$ cat config.mk
export PLATFORM = sky130hd
export DESIGN_NAME = wdog_edge_monitor
export DESIGN_NICKNAME = d
export VERILOG_FILES = /design/src/rtl/wdog_pkg.sv /design/src/rtl/wdog_sync.sv /design/src/rtl/wdog_svc_gen.sv /design/src/rtl/wdog_edge_det.sv /design/src/rtl/wdog_counter.sv /design/src/rtl/wdog_edge_monitor.sv
export SDC_FILE = /design/constraint.sdc
export NUM_CORES = 1
export LEC_CHECK = 0
export ABC_AREA = 1
export CORE_UTILIZATION = 30
export CTS_CLUSTER_DIAMETER = 50
export DETAILED_ROUTE_END_ITERATION = 16
export GPL_TIMING_DRIVEN = 1
export SLEW_MARGIN = 10
export SYNTH_ARGS = -nofsm -noshare
export SYNTH_HDL_FRONTEND = slang
export SYNTH_SLANG_ARGS = --single-unit
$ cat constraint.sdc
create_clock -name clk -period 2.4 [get_ports clk]
set_clock_uncertainty 0.15 [all_clocks]
set_input_delay 0.48 -clock clk [delete_from_list [all_inputs] [get_ports clk]]
set_output_delay 0.48 -clock clk [all_outputs]
set_load 0.1 [all_outputs]
$ cat src/rtl/wdog_pkg.sv
package wdog_pkg;

  typedef struct packed {
    logic rise;
    logic fall;
  } edge_t;

  function automatic int cnt_width(input int n);
    return (n <= 2) ? 1 : $clog2(n);
  endfunction

endpackage

$ cat src/rtl/wdog_sync.sv
module wdog_sync #(
  parameter int STAGES = 2
) (
  input  logic clk,
  input  logic rst,
  input  logic d,
  output logic q
);
  logic [STAGES-1:0] chain_q;

  generate
    for (genvar i = 0; i < STAGES; i++) begin : g_stage
      if (i == 0) begin : g_first
        always_ff @(posedge clk) begin
          if (rst) chain_q[0] <= 1'b0;
          else     chain_q[0] <= d;
        end
      end else begin : g_rest
        always_ff @(posedge clk) begin
          if (rst) chain_q[i] <= 1'b0;
          else     chain_q[i] <= chain_q[i-1];
        end
      end
    end
  endgenerate

  assign q = chain_q[STAGES-1];
endmodule

$ cat src/rtl/wdog_svc_gen.sv
module wdog_svc_gen #(
  parameter int PERIOD_CYC = 48
) (
  input  logic clk,
  input  logic rst,
  output logic level
);
  localparam int HIGH_CYC = (PERIOD_CYC / 8 < 1) ? 1 : PERIOD_CYC / 8;
  localparam int LOW_CYC  = PERIOD_CYC - HIGH_CYC;
  localparam int PW       = wdog_pkg::cnt_width(PERIOD_CYC);
  localparam logic [PW-1:0] PH_LAST = PW'(PERIOD_CYC - 1);
  localparam logic [PW-1:0] PH_HIGH = PW'(LOW_CYC);

  logic [PW-1:0] phase_q;
  logic          level_q;

  always_ff @(posedge clk) begin
    if (rst) begin
      phase_q <= '0;
      level_q <= 1'b0;
    end else begin
      phase_q <= (phase_q == PH_LAST) ? '0 : phase_q + 1'b1;
      level_q <= (phase_q >= PH_HIGH);
    end
  end

  assign level = level_q;
endmodule

$ cat src/rtl/wdog_edge_det.sv
module wdog_edge_det (
  input  logic           clk,
  input  logic           rst,
  input  logic           s,
  output wdog_pkg::edge_t edg
);
  logic prev_q;

  always_ff @(posedge clk) begin
    if (rst) prev_q <= 1'b0;
    else     prev_q <= s;
  end

  assign edg.rise = s & ~prev_q;
  assign edg.fall = ~s & prev_q;
endmodule

$ cat src/rtl/wdog_counter.sv
module wdog_counter #(
  parameter int TIMEOUT_CYC = 64,
  parameter int CW          = 6
) (
  input  logic          clk,
  input  logic          rst,
  input  logic          hold,
  input  logic          service,
  output logic [CW-1:0] count,
  output logic          expire
);
  localparam logic [CW-1:0] LAST = CW'(TIMEOUT_CYC - 1);

  logic [CW-1:0] count_q;
  logic          expire_q;

  always_ff @(posedge clk) begin
    if (rst || hold) begin
      count_q  <= '0;
      expire_q <= 1'b0;
    end else if (service) begin
      count_q  <= '0;
      expire_q <= 1'b0;
    end else if (count_q == LAST) begin
      count_q  <= '0;
      expire_q <= 1'b1;
    end else begin
      count_q  <= count_q + 1'b1;
      expire_q <= 1'b0;
    end
  end

  assign count  = count_q;
  assign expire = expire_q;
endmodule

$ cat src/rtl/wdog_edge_monitor.sv
module wdog_edge_monitor #(
  parameter int TIMEOUT_CYC   = 64,
  parameter int SVC_PERIOD_CYC = 48,
  parameter int SYNC_STAGES   = 2
) (
  input  logic clk,
  input  logic rst,
  input  logic sys_rst_active,
  input  logic wd_in,
  input  logic wd_float,
  output logic expire_req
);
  localparam int CNT_W = wdog_pkg::cnt_width(TIMEOUT_CYC);

  logic            svc_level;
  logic            line_sel;
  logic            line_sync;
  wdog_pkg::edge_t edg;
  logic            edge_any;
  logic [CNT_W-1:0] cnt_q;

  wdog_svc_gen #(.PERIOD_CYC(SVC_PERIOD_CYC)) u_svc (
    .clk(clk), .rst(rst), .level(svc_level)
  );

  assign line_sel = wd_float ? svc_level : wd_in;

  wdog_sync #(.STAGES(SYNC_STAGES)) u_sync (
    .clk(clk), .rst(rst), .d(line_sel), .q(line_sync)
  );

  wdog_edge_det u_edge (
    .clk(clk), .rst(rst), .s(line_sync), .edg(edg)
  );

  assign edge_any = edg.rise | edg.fall;

  wdog_counter #(.TIMEOUT_CYC(TIMEOUT_CYC), .CW(CNT_W)) u_cnt (
    .clk(clk), .rst(rst), .hold(sys_rst_active), .service(edge_any),
    .count(cnt_q), .expire(expire_req)
  );
endmodule

# Word-level counts from Yosys, hierarchy flattened
# Cells that the tools add are included.
# classes
add_sub_neg	2
n_lt_le_gt_ge	1
n_eq_ne	2
mux	2
bitwise_logic	5
reduce_logical	4
# ops
op	n
adder 6 x 1 -> 6 bit (second input constant)	2
== test 6 bit (second input constant)	2
greater-or-equal comparator 6 bit (second input constant)	1
OR reduction 2 bit	2
OR reduction 3 bit	1
AND 1 bit	2
2-to-1 mux 1 bit	2
inverter 1 bit	2
logical OR 1 bit	1
OR 1 bit	1
# word_totals
regBits	17
input_bits	5
output_inout_bits	1

# Longest topological paths before layout
# logic_depth
depth_word	4
ltp_mapped	6

# Hierarchy
# Synthesis repeated with hierarchy kept, for this count alone.
# hier_totals
cells_unflattened	93
hier_area_um2	762.0
# by_module_without_submodules
mod	n_inst	cells_per_inst	area_each_um2
wdog_svc_gen	1	39	330.3
wdog_counter	1	37	316.6
wdog_sync	1	6	55.1
wdog_edge_det	1	6	38.8
wdog_edge_monitor	1	5	21.3

# Least setup slack after synthesis
# OpenSTA, ideal clock, no wires.
# synth_timing
path_type	register -> output
from	reg u_cnt.expire_q, in the netlist u_cnt.expire
to	out expire_req
t_arrival_ns	0.909
slack_ns	0.861
path_stages_with_launch	1
path_buffers	0
path_cell_list	dfxtp_1
# synth_lines
item	line	text
start, declared	wdog_counter.sv:15	logic expire_q;
start signal, assigned	wdog_counter.sv:20	expire_q <= 1'b0;
start signal, assigned	wdog_counter.sv:23	expire_q <= 1'b0;
start signal, assigned	wdog_counter.sv:26	expire_q <= 1'b1;
end, declared	wdog_edge_monitor.sv:11	output logic expire_req
# No word-level cell between the ends.

# Final worst setup path
# layout_timing
from	reg u_cnt.expire_q, in the netlist u_cnt.expire
to	out expire_req
# No word-level cell between the ends.

==> results.ini <==
[setup_path]
critPathTopFamily = flip-flops
r2r_slack_ns = 1.08
cp_num_buf_inv = 1
critPathCapture = expire_req
cp_cell_sequence = buf_4
r2r_start = u_cnt.count[0]$_SDFF_PP0_
cpPeakStageDelay_ns = 0.32
endpoint_kind = primary output
critPathArrivalTime_ns = 0.88
cp_slowest_cell = dfxtp_1
worstPathRequired_ns = 1.77
path_class = flip-flop to primary output
crit_path_start_kind = flip-flop
cp_max_fo = 1
cp-startpoint = u_cnt.expire$_SDFF_PP0_
path_depth = 1
r2r_end = u_cnt.count[3]$_SDFF_PP0_
r2r_cells = 6

[clock_network]
clk_latency_ns = 0.28
root_buffer = clkbuf_4
cts_setup_buffers = 0
clock_path_buffers = 2
cts_tree = yes
cts.sinks = 17
cts_resized = 0
numCtsBuffers = 3
htree_num_levels = 1
ctsHoldBuffers = 0
clkTransAtPathRegs_ns = 0.10

[layout]
syn2layout_area_growth_pct = 15.0
fillCellCount = 242
fin_nets = 109
seqCellArea_um2 = 340
multi_input_area_um2 = 329
drive_above_1_share_pct = 17.0
n_antenna_cell = 0
final_util_pct = 37.4
final_area_um2 = 843

[drt]
avgRoutedWirePerCell_um = 8.49
totalWireLength_um = 1090
drc = 0
via_count = 551
drtAntennaViolNets = 0
via_per_inst = 4.30
drt_iter0_drc = 2
drt-pass1-iter-count = 2

[logic_synthesis]
synth_top_family_by_area = simple AND/OR/NAND/NOR gates
synth_top_area_share_pct = 46.4
ys.warnings.count = 0
ys_seq_elements = 17
synth-edff-count = 0
synthTopCellsByCount = dfxtp_1 (17), inv_1 (16), nand2_1 (15)
synth_cells = 91
ys.flop_type = dfxtp_1
yosys.area_share.simple_pct = 27.6
avgSynthCellArea_um2 = 8.06
synth_top_cell_by_area = dfxtp_1
mappedNetlistArea_um2 = 733
synthXorXnorAreaFrac_pct = 4.78
synthDistinctLibCells = 16
syn-num-nets = 99
synthArstFlopShare_pct = 0
synth-seq-area-share_pct = 46.4
synth_compound_area_share_pct = 7.34
yosysMostFrequentCell = dfxtp_1
synth_area_leaders = dfxtp_1 (46%), inv_1 (8.2%), nand2_1 (7.7%)
synth_adder_area_share_pct = 5.12
synth_mux_area_share_pct = 0

[grt]
grt_max_degree = 11
grt_overflow = 0
antenna_found_initial = 0
grt_pass1_vias = 541
track_usage_pct = 11.1
grt_pass1_wl_um = 2150

[worst_hold_path]
hold_class = flip-flop to flip-flop
hold_depth = 2

[sta]
clock.fmax_mhz = 663
whs_ns = 0.258
rsz0062_at_grt = no
worst_pin_slew_ns = 0.276
drv_slew = 0
hold_violations = 0
setup_viol = 0
period_share_pct = 62.9
maxSlewHeadroom_pct = 81.7
min_period_ns = 1.51
setup_tns_ns = 0

[die]
coreArea_um2 = 2250
die_area_um2 = 2650
ioPinCount = 6
initial_utilization_pct = 32.5
num_rows = 17
die_h_um = 51.4
fp.dieW_um = 51.4

[placement]
gp_congestion = 0.697
place_area_um2 = 816
dp.final_hpwl_um = 821
port_buffers = 5

[power_and_ir_drop]
power_density_nw_per_um2 = 569
irDropWorstVdd_v = 0.000279
p_leak_nw = 0.335

[run_status]
status = finished, final reports clean

[run]
cap_violations = 0

## area by class of cell
class,count,area share (%)
sequential,17,40.4
multi-input combinational,57,39.0
inverter,17,7.57
timing repair buffer,5,5.64
tap,28,4.15
clock buffer,3,2.67
clock inverter,1,0.593
## metrics by stage
stage               power, mW  instances  setup slack (ns)
finish                  0.480        128             0.891
global route            0.513        128             0.823
floorplan               0.324         91             0.861
CTS                     0.490        128             0.869
global placement        0.336        124             0.733
detailed placement      0.337        124             0.697
## layout by cell type, fill, tap and decap left out
cell type,netlist,layout
inv_1,16,16
nand3_1,5,5
a21oi_1,4,4
inv_2,1,1
nand2_1,15,15
o21ai_4,1,1
dfxtp_1,17,17
nor3_1,2,2
nor2_1,10,10
o21bai_1,1,1
buf_4,0,1
clkdlybuf4s50_1,0,4
o21ai_0,2,2
nor2_2,7,7
xor2_1,3,3
clkbuf_4,0,3
xnor2_1,1,1
ha_1,3,3
clkinv_2,0,1
nand3_2,3,3
## cell families (layout without fill, tap and decap cells)
kind of cell | Yosys count | in the layout
compound gates | 8 | 8
xor+xnor | 4 | 4
fa+ha+maj | 3 | 3
buf+inv | 17 | 26
flops | 17 | 17
simple gates | 42 | 42
## where the power goes
| group | switching [mW] | leakage, nW | total, mW | internal [mW] |
|---|---|---|---|---|
| logic | 0.0170 | 0.179 | 0.0325 | 0.0155 |
| registers | 0.00764 | 0.138 | 0.297 | 0.290 |
| clock network | 0.0885 | 0.0177 | 0.150 | 0.0618 |
## metal layers
metal | part of all wire (%) | routed length, um | GRT usage, %
met4 | 1.0 | 11 | 4.05
met1 | 49 | 531 | 12.6
met5 | 0 | 0 | 0
met2 | 46 | 499 | 18.4
met3 | 4.0 | 44 | 4.46
## worst min-delay path by stage
stage                                      start                      endpoint  slack [ns]
finish              u_sync.chain_q[0]$_SDFF_PP0_           u_sync.q$_SDFF_PP0_        0.26
global placement    u_sync.chain_q[0]$_SDFF_PP0_           u_sync.q$_SDFF_PP0_        0.26
global route              u_svc.level$_SDFF_PP0_  u_sync.chain_q[0]$_SDFF_PP0_        0.29
CTS                 u_sync.chain_q[0]$_SDFF_PP0_           u_sync.q$_SDFF_PP0_        0.27
detailed placement  u_sync.chain_q[0]$_SDFF_PP0_           u_sync.q$_SDFF_PP0_        0.25
floorplan           u_sync.chain_q[0]$_SDFF_PP0_           u_sync.q$_SDFF_PP0_        0.24
## state kept, by name, indices dropped and copies added, names as in the netlist
register        count
u_sync.q            1
u_cnt.count         6
u_edge.prev_q       1
u_svc.level         1
u_svc.phase_q       6
u_sync.chain_q      1
u_cnt.expire        1
Power figures use the tool's default switching activity.
